**src/rtl/bdt_pkg.sv**
```systemverilog
package bdt_pkg;

  typedef struct packed {
    logic hi;
    logic lo;
  } bdt_pair_t;

  // Lower command wins in interlock mode; bypass passes both through.
  function automatic bdt_pair_t bdt_arbitrate(input logic hi_c, input logic lo_c,
                                              input logic en_c, input logic byp_c);
    bdt_pair_t r;
    r.lo = en_c & lo_c;
    r.hi = en_c & hi_c & (byp_c | ~lo_c);
    return r;
  endfunction

endpackage

```
**src/rtl/bdt_pulse_filter.sv**
```systemverilog
module bdt_pulse_filter #(
  parameter int WIDTH    = 8,
  parameter int FILT_CYC = 4
) (
  input  logic             clk,
  input  logic             rst,
  input  logic [WIDTH-1:0] raw,
  output logic [WIDTH-1:0] clean
);

  localparam int CW = (FILT_CYC > 1) ? $clog2(FILT_CYC) : 1;

  generate
    for (genvar i = 0; i < WIDTH; i++) begin : g_bit
      logic q;
      if (FILT_CYC <= 1) begin : g_pass
        always_ff @(posedge clk) begin
          if (rst) q <= 1'b0;
          else     q <= raw[i];
        end
      end else begin : g_filt
        logic [CW-1:0] run_q;
        always_ff @(posedge clk) begin
          if (rst) begin
            q     <= 1'b0;
            run_q <= '0;
          end else if (raw[i] != q) begin
            if (run_q == CW'(FILT_CYC - 1)) begin
              q     <= raw[i];
              run_q <= '0;
            end else begin
              run_q <= run_q + 1'b1;
            end
          end else begin
            run_q <= '0;
          end
        end
      end
      assign clean[i] = q;
    end
  endgenerate

endmodule

```
**src/rtl/bdt_phase_arbiter.sv**
```systemverilog
module bdt_phase_arbiter
  import bdt_pkg::*;
(
  input  logic hi_f,
  input  logic lo_f,
  input  logic en,
  input  logic byp,
  output logic req_hi,
  output logic req_lo
);

  bdt_pair_t res;

  always_comb begin
    res    = bdt_arbitrate(hi_f, lo_f, en, byp);
    req_hi = res.hi;
    req_lo = res.lo;
  end

endmodule

```
**src/rtl/bdt_turnon_delay.sv**
```systemverilog
module bdt_turnon_delay #(
  parameter int DTW = 10
) (
  input  logic           clk,
  input  logic           rst,
  input  logic           en,
  input  logic           byp,
  input  logic           req,
  input  logic [DTW-1:0] dt,
  output logic           gate
);

  logic [DTW-1:0] cnt_q;
  logic           gate_q;

  always_ff @(posedge clk) begin
    if (rst || !en || !req) begin
      cnt_q  <= '0;
      gate_q <= 1'b0;
    end else if (byp) begin
      cnt_q  <= '0;
      gate_q <= 1'b1;
    end else if (!gate_q) begin
      if (cnt_q == dt) begin
        cnt_q  <= '0;
        gate_q <= 1'b1;
      end else begin
        cnt_q <= cnt_q + DTW'(1);
      end
    end
  end

  assign gate = gate_q;

endmodule

```
**src/rtl/bridge_deadtime_core.sv**
```systemverilog
module bridge_deadtime_core #(
  parameter int NPH      = 4,
  parameter int DTW      = 10,
  parameter int FILT_CYC = 4,
  parameter int DT_RESET = 25
) (
  input  logic           clk,
  input  logic           rst,
  input  logic           en,
  input  logic           dt_bypass,
  input  logic           cfg_we,
  input  logic [DTW-1:0] cfg_dt,
  input  logic [NPH-1:0] hi_cmd,
  input  logic [NPH-1:0] lo_cmd,
  output logic [NPH-1:0] hi_gate,
  output logic [NPH-1:0] lo_gate
);

  localparam int NCMD = 2 * NPH;

  logic [DTW-1:0]  dt_q;
  logic [NCMD-1:0] cmd_clean;
  logic [NPH-1:0]  hi_f, lo_f, req_hi, req_lo;

  // dead-time register
  always_ff @(posedge clk) begin
    if (rst)         dt_q <= DTW'(DT_RESET);
    else if (cfg_we) dt_q <= cfg_dt;
  end

  bdt_pulse_filter #(.WIDTH(NCMD), .FILT_CYC(FILT_CYC)) u_filt (
    .clk   (clk),
    .rst   (rst),
    .raw   ({lo_cmd, hi_cmd}),
    .clean (cmd_clean)
  );

  assign hi_f = cmd_clean[NPH-1:0];
  assign lo_f = cmd_clean[NCMD-1:NPH];

  generate
    for (genvar p = 0; p < NPH; p++) begin : g_phase
      bdt_phase_arbiter u_arb (
        .hi_f   (hi_f[p]),
        .lo_f   (lo_f[p]),
        .en     (en),
        .byp    (dt_bypass),
        .req_hi (req_hi[p]),
        .req_lo (req_lo[p])
      );

      bdt_turnon_delay #(.DTW(DTW)) u_dly_hi (
        .clk  (clk),
        .rst  (rst),
        .en   (en),
        .byp  (dt_bypass),
        .req  (req_hi[p]),
        .dt   (dt_q),
        .gate (hi_gate[p])
      );

      bdt_turnon_delay #(.DTW(DTW)) u_dly_lo (
        .clk  (clk),
        .rst  (rst),
        .en   (en),
        .byp  (dt_bypass),
        .req  (req_lo[p]),
        .dt   (dt_q),
        .gate (lo_gate[p])
      );
    end
  endgenerate

endmodule

```
**config.mk**
```make
export PLATFORM = sky130hd
export DESIGN_NAME = bridge_deadtime_core
export DESIGN_NICKNAME = d
export VERILOG_FILES = /design/src/rtl/bdt_pkg.sv /design/src/rtl/bdt_pulse_filter.sv /design/src/rtl/bdt_phase_arbiter.sv /design/src/rtl/bdt_turnon_delay.sv /design/src/rtl/bridge_deadtime_core.sv
export SDC_FILE = /design/constraint.sdc
export NUM_CORES = 1
export LEC_CHECK = 0
export CAP_MARGIN = 5
export CORE_MARGIN = 2
export CORE_UTILIZATION = 55
export CTS_BUF_LIST = sky130_fd_sc_hd__clkbuf_4
export CTS_CLUSTER_DIAMETER = 100
export DETAILED_ROUTE_END_ITERATION = 7
export HOLD_SLACK_MARGIN = 0.1
export PLACE_DENSITY = 0.73
export SYNTH_ARGS = -nofsm -noshare
export SYNTH_HDL_FRONTEND = slang
export SYNTH_HIERARCHICAL = 1
export SYNTH_SLANG_ARGS = --single-unit
```
**constraint.sdc**
```tcl
create_clock -name clk -period 1.4 [get_ports clk]
set_input_delay 0.28 -clock clk [delete_from_list [all_inputs] [get_ports clk]]
set_output_delay 0.28 -clock clk [all_outputs]
set_load 0.02 [all_outputs]
```
Word level (Yosys, flattened, before mapping)
Cells that the tools add are included.
- bits in registers: 122
- output and inout bits: 8
- logic and storage cells: 175
- $add $sub $neg: 16
- equality and inequality tests: 24
- muxes and demuxes: 32
- bitwise operators: 28
- reductions and logical operators: 42
- operators by type and width (kind ; number):
    $add 10x1->10 const B ; 8
    $eq 10x10->1 ; 8
    $mux 10 ; 8
    $mux 1 ; 24
    $reduce_or 3->1 ; 8
    $add 2x1->2 const B ; 8
    $eq 2x2->1 const B ; 8
    $reduce_and 2->1 ; 8
    $reduce_or 2->1 ; 8
    $and 1x1->1 ; 12
    $not 1->1 ; 12
    $logic_not 1->1 ; 9
    $logic_or 1x1->1 ; 9
    $ne 1x1->1 ; 8
    $or 1x1->1 ; 4

Logic depth before layout (Yosys ltp)
- depth in word-level cells: 6
- depth in mapped cells: 7
- depth with buffers taken out: 6

Modules after synthesis
The synthesis kept the hierarchy.
- by module, submodules not included (module ; times used ; cells an instance ; area an instance (um^2) ; sequential area each (um^2)):
    bdt_turnon_delay ; 8 ; 69 ; 629.4 ; 220.2
    bdt_pulse_filter ; 1 ; 82 ; 997.2 ; 480.5
    bridge_deadtime_core ; 1 ; 32 ; 361.6 ; 200.2
    bdt_phase_arbiter ; 4 ; 4 ; 22.5 ; 0.0

Worst setup path before layout
No wires, ideal clock.
- path type: reg-to-reg
- from: register dt_q[9]
- to: register g_phase[0].u_dly_hi.cnt_q[2]
- setup time: 135 ps
- arrival time: 1374 ps
- slack: -109 ps
- stages on the path, launching flop included: 5
- path buffers: 0
- clock period less this slack: 1509 ps
- path through: dfxtp_1 xnor2_1 nand4_1 nor4_4 nor3_1
- word-level cells in the longest chain between the ends: 2
- RTL lines (what ; line ; RTL):
    start: declaration ; bridge_deadtime_core.sv:21 ; logic [DTW-1:0] dt_q;
    start signal: assignment ; bridge_deadtime_core.sv:27 ; if (rst) dt_q <= DTW'(DT_RESET);
    start signal: assignment ; bridge_deadtime_core.sv:28 ; else if (cfg_we) dt_q <= cfg_dt;
    $eq 10x10->1 ; bdt_turnon_delay.sv:24 ; if (cnt_q == dt) begin
    $mux 10 ; bdt_turnon_delay.sv:24 ;
    end signal: assignment ; bdt_turnon_delay.sv:28 ; cnt_q <= cnt_q + DTW'(1);
    end: declaration ; bdt_turnon_delay.sv:13 ; logic [DTW-1:0] cnt_q;
No other way between the ends.
A chain may end at the register's enable or synchronous reset.

Worst setup path after layout
- from: register dt_q[9]
- to: register g_phase[2].u_dly_hi.cnt_q[6]
- word-level cells in the longest chain between the ends: 2
- RTL lines (what ; line):
    $eq 10x10->1 ; bdt_turnon_delay.sv:24
    $mux 10 ; bdt_turnon_delay.sv:24
    end signal: assignment ; bdt_turnon_delay.sv:28
    end: declaration ; bdt_turnon_delay.sv:13
No other way between the ends.

==> impl_metrics.tcl <==
set metrics [dict create \
    status "complete, but fails checks" \
    violations "negative setup slack" \
    rows 39 \
    tightest_slew_ns 0.345 \
    peakVddDrop_v 0.000756 \
    final-instance-count-excl-fill 998 \
    layout_setup_ws_ns -0.200 \
    grt_pass1_vias 5738 \
    final_cell_mix "buf_4, xnor2_1, dfxtp_1" \
    final.setup_skew_ns 0.0183 \
    grt_max_degree 22 \
    r2r_start "dt_q[9]$_SDFFE_PP0P_" \
    finalCritPeriodShare 1.14 \
    route.vias.total 5815 \
    postRouteAntennaNets 0 \
    power.density_nw_per_um2 798 \
    track_usage 0.266 \
    wl_per_cell_um 17.9 \
    maxCapViolCount 0 \
    place_hpwl_um 11400 \
    reg2reg_slack_ns -0.20 \
    yosys_warnings 6 \
    syn_avg_cell_area_um2 9.51 \
    wl_met2_um 9130 \
    setup_viol 88 \
    critical_path.slowest_cell "dfxtp_4" \
    grt_pass1_wl_um 27000 \
    crit_chain "buf_12, xnor2_2, nand4_1, nor4_4, buf_4, nor3_1" \
    highest_layer "met4" \
    fin_nets 880 \
    synth_seq_cells 122 \
    antenna_found_initial 1 \
    wirelength_um 17900 \
    synth_cell_types 33 \
    setup_tns_ns -10.06 \
    endpoint_kind "register" \
    drive_gt1_frac 0.363 \
    hold_viol 0 \
    clock-sinks 122 \
    layout_commonest_cell "buf_4" \
    cts_tree "yes" \
    max_clock_freq_ghz 0.625 \
    cp.arrival_ns 2.04 \
    pin_count 31 \
    maxSlewViolCount 0 \
    clk_pin_slew_ns 0.11 \
    min_path_type "primary input to register" \
    maxSlewHeadroom 0.768 \
    critical_path.top_delay_family "simple AND/OR/NAND/NOR gates" \
    postCtsHoldBufs 0 \
    yosysSeqAreaShare 0.377 \
    path_class "register to register" \
    synthCells 682 \
    power.total_uw 7070 \
    place_congestion 0.867 \
    die_w_um 113 \
    p_leak_uw 0.00302 \
    path_buf_inv 2 \
    cts_htree_levels 4 \
    start_util 0.565 \
    wl_met1_um 7150 \
    port_buffers 30 \
    rsz0062_at_grt "true" \
    via_per_inst 5.83 \
    hold_slack_ns 0.340 \
    crit_path_max_fanout 6 \
    clockRootBuffer "clkbuf_4" \
    core_area_um2 11500 \
    die_h_um 113 \
    critPathMaxStageDelay_ns 0.38 \
    drc 0 \
    period_needed_ns 1.60 \
    insertion_delay_ns 0.55 \
    overflow 0 \
    start_kind "register" \
    drtIter0Drc 426 \
    hold_start "cfg_dt[0]" \
    cts_buffers 17 \
    critPathRequiredTime_ns 1.84 \
    first_pass_iters 5 \
    clockBufferDepth 2 \
    wl_met3_um 1010 \
    fp.dieArea_um2 12700 \
    synth_area_um2 6480 \
    startpoint "dt_q[9]$_SDFFE_PP0P_" \
    areaGrowthSynthToFinish_pct 36.7 \
    synth_nets 721 \
    place_inst 943 \
]
==> cell type report <==
type                    count  area (um2)
multi-input cells         520        4270
fillers                   708        2600
flip-flops and latches    122        2500
repair buffers            168        1560
clock inverters            14         179
well taps                 143         179
clock buffers              18         135
inverters                  12        45.0
diodes                      1        2.50
==> final timing paths <==
check / to / cells after the start
worst max-delay path: g_phase[2].u_dly_hi/cnt_q[6]$_SDFFE_PP0N_ / 6
worst min-delay path: dt_q[0]$_SDFFE_PP1P_ / 2
worst max register to register: g_phase[2].u_dly_hi/cnt_q[6]$_SDFFE_PP0N_ / 6
worst min register to register: u_filt/g_bit[6].g_filt.run_q[0]$_SDFF_PP0_ / 1
==> layer usage <==
metal	track usage	vias to the layer above
li1	-	2723
met1	0.312	2813
met2	0.457	217
met3	0.0621	62
met4	0.132	0
met5	0	-
==> cell families (layout without fill, tap and decap cells) <==
family	count (synthesis)	count (layout)	share of synthesized area
simple gates	306	306	0.295
mux	15	15	0.0232
xor+xnor	152	152	0.205
fa+ha+maj	16	16	0.0309
flops	122	122	0.377
other cells	0	1	0
compound gates	31	31	0.0363
buf+inv	40	212	0.0324
==> registers in the layout, indices dropped and copies added, names as in the netlist <==
register and count:
u_filt/g_bit.g_filt.run_q 16, g_phase.u_dly_hi/gate 4, g_phase.u_dly_lo/cnt_q 40, g_phase.u_dly_lo/gate 4
u_filt/g_bit.q 8, dt_q 10, g_phase.u_dly_hi/cnt_q 40
==> Yosys cell counts, drive strengths merged <==
master	count	area, um2
nand2	60	225
xnor2	136	1190
ha	16	200
o31a	8	70.1
clkbuf	9	35.0
and2	4	25.0
o22ai	16	100
nor2	31	116
nor4b	8	101
a21oi	4	35.0
nand4	16	100
or3	8	50.1
a211o	3	30.0
dfxtp	122	2440
nand3b	16	120
or3b	8	70.1
xor2	16	140
nand3	8	40.0
nor3	88	480
mux2i	15	150
buf	19	130
nor2b	11	68.8
nor4	24	327
nand4b	16	140
inv	12	45.0
or2	8	50.1
==> repair_timing <==
item                                    in CTS  in global routing
gates resized for setup                     91                 62
cloned                                       2                  0
endpoints found under the setup margin      96                 94
pin swaps                                   31                 31
setup buffers                                6                 14
==> report_power, final <==
part	total (uW)	internal, uW	switching [uW]
sequential	3540	3500	42.6
clock	2760	1410	1360
combinational	764	416	349
==> worst reg2reg max path, delay by kind of cell, from the launching register on <==
kind | cells | cell delay [ns]
buffers and inverters | 2 | 0.35
flip-flops | 1 | 0.38
AND/OR/NAND/NOR | 3 | 0.64
XOR/XNOR | 1 | 0.14
==> stage by stage <==
| step | worst slack, ns | utilization | instance area (um2) |
|---|---|---|---|
| final | -0.200 | 0.773 | 8860 |
| after global routing | -0.276 | 0.773 | 8860 |
| after CTS | -0.144 | 0.733 | 8410 |
| after detailed placement | -0.648 | 0.682 | 7820 |
| after global placement | -0.620 | 0.682 | 7820 |
| after floorplan | 0.000332 | - | 6530 |
Power figures use the tool's default switching activity.
